--- src/rtl/irqd_pkg.sv ---
package irqd_pkg;

    localparam int VEC_W  = 8;
    localparam int DEST_W = 8;

    typedef enum logic [2:0] {
        DM_FIXED  = 3'b000,
        DM_LOWPRI = 3'b001,
        DM_SMI    = 3'b010,
        DM_RSV_A  = 3'b011,
        DM_NMI    = 3'b100,
        DM_INIT   = 3'b101,
        DM_RSV_B  = 3'b110,
        DM_EXTINT = 3'b111
    } dmode_t;

    typedef struct packed {
        logic [VEC_W-1:0]  vector;
        dmode_t            dmode;
        logic              logical;
        logic              polarity;
        logic              trigger;
        logic              mask;
        logic [DEST_W-1:0] dest;
    } redir_entry_t;

    typedef enum logic [1:0] {
        ACT_DROP  = 2'd0,
        ACT_ERROR = 2'd1,
        ACT_FETCH = 2'd2,
        ACT_SEND  = 2'd3
    } action_t;

    typedef enum logic [1:0] {
        ST_IDLE  = 2'd0,
        ST_FETCH = 2'd1,
        ST_SEND  = 2'd2
    } disp_state_t;

    function automatic logic mode_reserved(input dmode_t m);
        return (m == DM_RSV_A) || (m == DM_RSV_B);
    endfunction

endpackage

--- src/rtl/irqd_entry_classify.sv ---
module irqd_entry_classify
    import irqd_pkg::*;
(
    input  redir_entry_t entry,
    output action_t      action
);
    always_comb begin
        if (entry.mask)
            action = ACT_DROP;
        else if (mode_reserved(entry.dmode))
            action = ACT_ERROR;
        else if (entry.logical && (entry.dest == '0))
            action = ACT_DROP;
        else if (entry.dmode == DM_EXTINT)
            action = ACT_FETCH;
        else
            action = ACT_SEND;
    end
endmodule

--- src/rtl/irqd_lowbit.sv ---
module irqd_lowbit #(
    parameter int W  = 8,
    localparam int IW = (W > 1) ? $clog2(W) : 1
) (
    input  logic [W-1:0]  bits_in,
    output logic [IW-1:0] low_idx,
    output logic          any_set
);
    always_comb begin
        low_idx = '0;
        for (int i = W - 1; i >= 0; i--) begin
            if (bits_in[i])
                low_idx = IW'(i);
        end
    end

    assign any_set = |bits_in;
endmodule

--- src/rtl/irq_msg_dispatch.sv ---
module irq_msg_dispatch
    import irqd_pkg::*;
#(
    parameter int NUM_LINES = 24,
    parameter int LINE_W    = 5
) (
    input  logic              clk,
    input  logic              rst,
    input  logic              evt_valid,
    output logic              evt_ready,
    input  logic [LINE_W-1:0] evt_line,
    output logic [LINE_W-1:0] tbl_idx,
    input  logic [7:0]        tbl_vector,
    input  logic [2:0]        tbl_dmode,
    input  logic              tbl_logical,
    input  logic              tbl_polarity,
    input  logic              tbl_trigger,
    input  logic              tbl_mask,
    input  logic [7:0]        tbl_dest,
    output logic              ext_req,
    input  logic              ext_ack,
    input  logic [7:0]        ext_vec,
    output logic              msg_valid,
    input  logic              msg_ready,
    output logic [7:0]        msg_target,
    output logic [7:0]        msg_vector,
    output logic [2:0]        msg_dmode,
    output logic              msg_logical,
    output logic              msg_level,
    output logic              msg_trigger,
    output logic              err
);
    localparam int IW = $clog2(DEST_W);

    disp_state_t       state;
    redir_entry_t      cur;
    redir_entry_t      looked;
    logic [DEST_W-1:0] remain;
    logic [DEST_W-1:0] remain_next;
    logic [IW-1:0]     low_idx;
    logic              low_any;
    logic              line_ok;
    logic              accept;
    action_t           action;

    assign tbl_idx = evt_line;

    always_comb begin
        looked.vector   = tbl_vector;
        looked.dmode    = dmode_t'(tbl_dmode);
        looked.logical  = tbl_logical;
        looked.polarity = tbl_polarity;
        looked.trigger  = tbl_trigger;
        looked.mask     = tbl_mask;
        looked.dest     = tbl_dest;
    end

    irqd_entry_classify u_classify (
        .entry  (looked),
        .action (action)
    );

    irqd_lowbit #(.W(DEST_W)) u_lowbit (
        .bits_in (remain),
        .low_idx (low_idx),
        .any_set (low_any)
    );

    assign line_ok     = ({{(32-LINE_W){1'b0}}, evt_line} < 32'(NUM_LINES));
    assign evt_ready   = (state == ST_IDLE);
    assign accept      = evt_valid && evt_ready;
    assign remain_next = remain & (remain - DEST_W'(1));

    assign msg_valid   = (state == ST_SEND);
    assign msg_target  = cur.logical ? {{(DEST_W-IW){1'b0}}, low_idx} : cur.dest;
    assign msg_vector  = cur.vector;
    assign msg_dmode   = cur.dmode;
    assign msg_logical = cur.logical;
    assign msg_level   = cur.polarity;
    assign msg_trigger = cur.trigger;

    always_ff @(posedge clk) begin
        if (rst) begin
            state   <= ST_IDLE;
            cur     <= '0;
            remain  <= '0;
            ext_req <= 1'b0;
            err     <= 1'b0;
        end else begin
            err <= 1'b0;
            case (state)
                ST_IDLE: begin
                    if (accept) begin
                        if (!line_ok) begin
                            err <= 1'b1;
                        end else begin
                            cur    <= looked;
                            remain <= looked.dest;
                            case (action)
                                ACT_ERROR: err <= 1'b1;
                                ACT_FETCH: begin
                                    state   <= ST_FETCH;
                                    ext_req <= 1'b1;
                                end
                                ACT_SEND:  state <= ST_SEND;
                                default:   ;
                            endcase
                        end
                    end
                end
                ST_FETCH: begin
                    if (ext_ack) begin
                        cur.vector <= ext_vec;
                        ext_req    <= 1'b0;
                        state      <= ST_SEND;
                    end
                end
                ST_SEND: begin
                    if (msg_ready) begin
                        if (!cur.logical) begin
                            state <= ST_IDLE;
                        end else begin
                            remain <= remain_next;
                            if (remain_next == '0)
                                state <= ST_IDLE;
                        end
                    end
                end
                default: state <= ST_IDLE;
            endcase
        end
    end


    hold_msg_chk: assert property (@(posedge clk) disable iff (rst)
        (msg_valid && !msg_ready) |=> (msg_valid && $stable(msg_target)
            && $stable(msg_vector) && $stable(msg_dmode) && $stable(msg_level)
            && $stable(msg_trigger) && $stable(msg_logical)));


    busy_ready_chk: assert property (@(posedge clk) disable iff (rst)
        msg_valid |-> !evt_ready);


    ext_wait_chk: assert property (@(posedge clk) disable iff (rst)
        ext_req |-> (!msg_valid && !evt_ready));


    ascend_chk: assert property (@(posedge clk) disable iff (rst)
        (msg_valid && msg_ready && msg_logical)
            |=> (!msg_valid || (msg_target > $past(msg_target))));


    err_idle_chk: assert property (@(posedge clk) disable iff (rst)
        err |-> (evt_ready && !msg_valid));


    no_rsv_out_chk: assert property (@(posedge clk) disable iff (rst)
        msg_valid |-> !mode_reserved(dmode_t'(msg_dmode)));


    logical_target_chk: assert property (@(posedge clk) disable iff (rst)
        (msg_valid && msg_logical) |-> low_any);
endmodule

--- config.mk ---
export PLATFORM = sky130hd
export DESIGN_NAME = irq_msg_dispatch
export DESIGN_NICKNAME = d
export VERILOG_FILES = /design/src/rtl/irqd_pkg.sv /design/src/rtl/irqd_entry_classify.sv /design/src/rtl/irqd_lowbit.sv /design/src/rtl/irq_msg_dispatch.sv
export SDC_FILE = /design/constraint.sdc
export NUM_CORES = 1
export LEC_CHECK = 0
export ABC_AREA = 1
export BUFFER_PORTS_ARGS = -buffer_cell sky130_fd_sc_hd__buf_2
export CAP_MARGIN = 20
export CORE_MARGIN = 8
export CORE_UTILIZATION = 44
export CTS_CLUSTER_SIZE = 30
export DETAILED_ROUTE_END_ITERATION = 8
export MAX_ROUTING_LAYER = met4
export PLACE_DENSITY = 0.77
export SLEW_MARGIN = 20
export SYNTH_ARGS = -nofsm -noshare
export SYNTH_HDL_FRONTEND = slang
export SYNTH_SLANG_ARGS = --single-unit
--- constraint.sdc ---
create_clock -name clk -period 1.3 [get_ports clk]
set_input_delay 0.195 -clock clk [delete_from_list [all_inputs] [get_ports clk]]
set_output_delay 0.195 -clock clk [all_outputs]
set_load 0.05 [all_outputs]
==> results of run 1 <==
==> registers in the layout, indices dropped and copies added (netlist names) <==
| register | flops |
|---|---|
| msg_trigger | 1 |
| ext_req | 1 |
| err | 1 |
| state | 2 |
| msg_level | 1 |
| msg_vector | 8 |
| remain | 8 |
| msg_logical | 1 |
| cur | 8 |
| msg_dmode | 3 |
==> kinds of logic after synthesis <==
logic type             share of synthesized area
and+or+nand+nor                            0.238
AOI/OAI and AO/OA                          0.249
buffers and inverters                      0.152
DFF                                        0.361
==> how the worst min path moves through the flow <==
stage                     start    endpoint  slack, ns  cells after the start
floorplan                   rst    state[0]       0.26                      1
global placement    evt_line[0]  tbl_idx[0]       0.39                      0
detailed placement  evt_line[0]  tbl_idx[0]       0.39                      0
CTS                         rst   remain[0]       0.13                      2
global route                rst   remain[0]       0.15                      2
finish                      rst   remain[0]       0.13                      2
==> area by class of cell <==
cell class	instances	area, µm²
inverter	26	113
fill	332	1280
clock buffer	7	76.3
multi-input combinational	178	1080
timing repair buffer	101	717
sequential	34	701
tap	50	62.6
clock inverter	1	30.0
==> per-layer routing <==
| metal | GRT usage | share of wire |
|---|---|---|
| met4 | 0.0750 | 0.020 |
| met3 | 0.0502 | 0.087 |
| met5 | - | 0 |
| met2 | 0.268 | 0.49 |
| met1 | 0.197 | 0.41 |
==> synthesized netlist by cell type <==
master and count:
a21oi_2 2, buf_4 16, o31ai_1 1, buf_8 1
inv_4 1, or2_2 1, a21oi_1 34, inv_2 6
o211ai_1 1, or2_1 1, nand3_4 1, dfxtp_1 34
a31oi_2 1, nand3b_1 1, inv_1 19, nand2_1 36
buf_1 1, a32o_1 1, nor2_4 3, nor2_1 33
o21ai_4 1, o21ai_2 1, o21ai_0 2, a22oi_1 8
nand2_4 1, clkbuf_1 1, nor3_1 2, o21ai_1 28
buf_2 2, nand3_1 13, nand4_1 3, nor2_2 1
buf_6 3, nand2_2 1, o21bai_1 1
==> critical path, stage by stage (launching register included) <==
cell and delay (ns):
dfxtp_4 0.37, nor3_4 0.19, nor3_2 0.07, o31ai_4 0.22, buf_6 0.18
==> power breakdown <==
group	switching (mW)	internal (mW)	leakage, nW
Sequential	0.0973	1.17	0.285
Clock	0.367	0.573	0.0524
Combinational	0.994	0.619	0.936
==> repair_timing <==
action,in CTS,in global routing
gates cloned,0,1
pin swaps,5,9
buffers inserted,4,4
resized for setup,32,39
hold endpoints to repair,0,0
hold buffers,0,0
endpoints found under the setup margin,11,24
==> results.toml, run 1 <==
[finish]
final_cell_mix = "buf_2 (54), nand2_1 (35), buf_4 (28), nor2_1 (26), dfxtp_1 (26)"
finalInstanceArea_um2 = 2780
diodes = 0
final_net_count = 387
final_common_cell = "buf_2"
instances_no_fill = 397
area_growth_pct = 47.5
drive_gt1_frac = 0.473
final_util = 0.685

[sta]
slew_headroom = 0.833
drv_slew = 0
worstMarginPinSlew_ns = 0.248
finalSetupTns_ns = -0.814
post-route-min-period_ns = 1.51
setup_violations = 11
hold_ws_ns = 0.132
hold_violations = 0
fmax_mhz = 662
rsz0062_at_grt = "true"
worst_slack_ns = -0.211
min_period_over_period = 1.16
finClkSkew_ns = 0.00663

[logic_synthesis]
avgSynthCellArea_um2 = 7.19
synth_warnings = 0
synth_cell_types = 35
ys_seq_area_frac = 0.361
synthCells = 262
synth.cell_area_um2 = 1880
yosys.area.top_type_share = 0.361
synth.largest_area_cell = "dfxtp_1"
synthTopCellsByArea = "dfxtp_1 (36%), a21oi_1 (9.0%), o21ai_1 (7.4%)"
synthesis.nets = 303
ys_ff_latch = 34

[detailed_routing]
firstDrtPassIters = 4
routed_via_density = 5.25
num_vias = 2083
first_iter_violations = 206
drtAntennaViolNets = 0
wl_um = 5650
drc = 0
wl_per_cell_um = 14.2

[critical_path]
required_ns = 1.11
critical_path.max_fanout = 4
crit_type = "reg -> out"
worstSetupStartpoint = "remain[5]"
timing.rr.start = "remain[3]"
worstRegToRegCells = 10
reg2reg_slack_ns = -0.17
cp-start-kind = "register"
cp.arrival_ns = 1.32
regToRegEndpoint = "state[1]"
cp-endpoint = "msg_target[1]"
crit_path_end_kind = "output pin"

[global_route]
grt_overflow = 0
grt_pass1_vias = 1933
grtUsageTotal = 0.171
antenna_found_initial = 0
grt_max_degree = 19
grt_pass1_wl_um = 8760

[job]
maxCapViolCount = 0

[clock_network]
clockBufferDepth = 2
cts_made_buffers = 5
cts_tree = "built"
clkTransAtPathRegs_ns = 0.07
clk_latency_ns = 0.28
cts_max_level = 2
cts_root_buf = "clkbuf_8"
cts_num_sinks = 34

[placed_design]
dp_hpwl_um = 4040
io_buffer_count = 65
pre_cts_slack_ns = -0.0249
dp_cells = 380
placed_cell_area_um2 = 2350
gp_congestion = 0.923

[die]
core_area_um2 = 4060
initial_utilization = 0.464
die-width_um = 81.4
pin_count = 72
die_h_um = 81.4
dieArea_um2 = 6630
rows = 23

[status]
violations = "negative setup slack"
status = "complete, but fails checks"

[min_path]
min_path_type = "in -> reg"

[power]
p_total_mw = 3.82
p_leak_nw = 1.27
ir_drop_mv = 0.727
powerDensity_nw_per_um2 = 1370
Power figures use the tool's default switching activity.
==> run 2, diff against run 1 <==
--- a/config.mk
+++ b/config.mk
@@ -9,11 +9,11 @@
 export BUFFER_PORTS_ARGS = -buffer_cell sky130_fd_sc_hd__buf_2
 export CAP_MARGIN = 20
 export CORE_MARGIN = 8
-export CORE_UTILIZATION = 44
+export CORE_UTILIZATION = 45
 export CTS_CLUSTER_SIZE = 30
 export DETAILED_ROUTE_END_ITERATION = 8
 export MAX_ROUTING_LAYER = met4
-export PLACE_DENSITY = 0.77
+export PLACE_DENSITY = 0.75
 export SLEW_MARGIN = 20
 export SYNTH_ARGS = -nofsm -noshare
 export SYNTH_HDL_FRONTEND = slang
==> constraint.sdc (replaced) <==
create_clock -name clk -period 1.7 [get_ports clk]
set_input_delay 0.255 -clock clk [delete_from_list [all_inputs] [get_ports clk]]
set_output_delay 0.255 -clock clk [all_outputs]
set_load 0.05 [all_outputs]
==> run 2 against run 1 <==
The flow now finishes without violations. Cell count is 7.8% lower. Count of clock-buffer cells in the layout is 1 lower. Worst setup slack better by 0.26 ns. Critical path type unchanged. Critical endpoint unchanged.
==> results.toml, run 2 (synthesized netlist as in run 1, its figures left out) <==
[status]
status = "completed"

[sta]
min_period_over_period = 0.972
finClkSkew_ns = 0.00500
drv_slew = 0
hold_violations = 0
post-route-min-period_ns = 1.65
worstMarginPinSlew_ns = 0.439
slew_headroom = 0.706
fmax_mhz = 605
rsz0062_at_grt = "true"
setup_violations = 0

[global_route]
antenna_found_initial = 0
grt_overflow = 0
grtUsageTotal = 0.159
grt_max_degree = 22
grt_pass1_vias = 1831
grtUsageMet2 = 0.249
grt_pass1_wl_um = 7930
grt_util_met3 = 0.0379
grt-busiest-layer = "met2"
use_met1 = 0.185

[critical_path]
timing.rr.start = "state[0]"
reg2reg_slack_ns = 0.20
critical_path.max_fanout = 5
cp-start-kind = "register"
worstSetupStartpoint = "remain[0]"
regToRegEndpoint = "ext_req"
crit_type = "reg -> out"
cp.arrival_ns = 1.40
crit_path_end_kind = "output pin"
worstRegToRegCells = 6
required_ns = 1.44

[die]
rows = 23
die-width_um = 80.7
core_area_um2 = 4030
initial_utilization = 0.467
pin_count = 72
die_h_um = 80.7
dieArea_um2 = 6510

[finish]
final_net_count = 358
final_cell_mix = "buf_2 (62), nand2_1 (36), a21oi_1 (34), nor2_1 (33), dfxtp_1 (30)"
fillCellCount = 420
area_growth_pct = 20.7
diodes = 0
drive_gt1_frac = 0.329
final_util = 0.564
final_common_cell = "buf_2"
finalInstanceArea_um2 = 2270

[detailed_routing]
wl_per_cell_um = 13.2
num_vias = 1879
routed_via_density = 5.13
first_iter_violations = 100
drtAntennaViolNets = 0
drc = 0
firstDrtPassIters = 4
wl_um = 4830

[placed_design]
gp_congestion = 0.845
dp_hpwl_um = 3760
io_buffer_count = 65
placed_cell_area_um2 = 2170

[min_path]
min_path_type = "in -> reg"
whs_endpoint = "cur[0]"
min_path_cells = 2
hp-start = "rst"

[clock_network]
clockBufferDepth = 2
cts_made_buffers = 5
cts_max_level = 2
clkTransAtPathRegs_ns = 0.07
clk_latency_ns = 0.29
cts_tree = "built"
holdBufCountCts = 0
cts_num_sinks = 34
cts_root_buf = "clkbuf_8"

[power]
ir_drop_mv = 0.612
powerDensity_nw_per_um2 = 1090
p_leak_nw = 1.07

[job]
maxCapViolCount = 0
## run 2: cell types whose count changed in the layout (fill, tap and decap cells not counted), moves of 4 or more
cell and change:
nor2_4 -4, o21ai_1 +4, buf_2 +8, buf_6 -14, buf_4 -22, nor2_1 +7
a21oi_1 +9, dfxtp_1 +4, a21oi_2 -8
## run 2: metal layers
| layer | part of all wire | vias to the layer above | routed length [µm] |
|---|---|---|---|
| met5 | 0 | - | 0 |
| met3 | 0.055 | 9 | 268 |
| met2 | 0.47 | 52 | 2260 |
| met4 | 0.023 | 0 | 110 |
| met1 | 0.45 | 845 | 2190 |
| li1 | - | 973 | - |
## run 2: final cells by class
class                           instances  area [µm²]  area share
Multi-Input combinational cell        178         938       0.413
Tap cell                               50        62.6      0.0275
Inverter                               26         100      0.0440
Clock buffer                            6        82.6      0.0363
Timing Repair Buffer                   72         402       0.177
Sequential cell                        34         688       0.303
## run 2: per-stage QoR
stage	cells	power (mW)	hold slack, ns	TNS, ns	worst slack [ns]
finish	366	2.48	0.181	0	0.0481
detailed placement	359	1.89	0.447	0	0.208
CTS	366	2.50	0.172	0	0.0239
floorplan	262	1.74	0.324	-0.0808	-0.0680
global route	366	2.62	0.192	-0.0332	-0.0173
global placement	359	1.88	0.441	0	0.234
## run 2: how the worst max path moves through the flow
stage                     to  cells after the start
6_report       msg_target[1]                      3
5_1_grt        msg_target[1]                      5
4_1_cts        msg_target[2]                      4
3_5_place_dp         ext_req                      6
3_3_place_gp   msg_target[1]                      4
2_1_floorplan  msg_target[1]                      3
## run 2: critical path: stages (launching register included)
cell,delay [ns]
dfxtp_1,0.35
or2_2,0.35
o31ai_4,0.23
buf_6,0.19
## run 2: power by group
part	total (mW)	internal, mW	switching, mW
clock	0.594	0.312	0.282
sequential	0.958	0.892	0.0665
combinational	0.925	0.278	0.647
total	2.48	1.48	0.995
## run 2: repair_timing
item / CTS / global route
setup endpoints to repair: 3 / 4
buffers inserted: 1 / 0
pin swaps: 0 / 0
resized for setup: 3 / 5
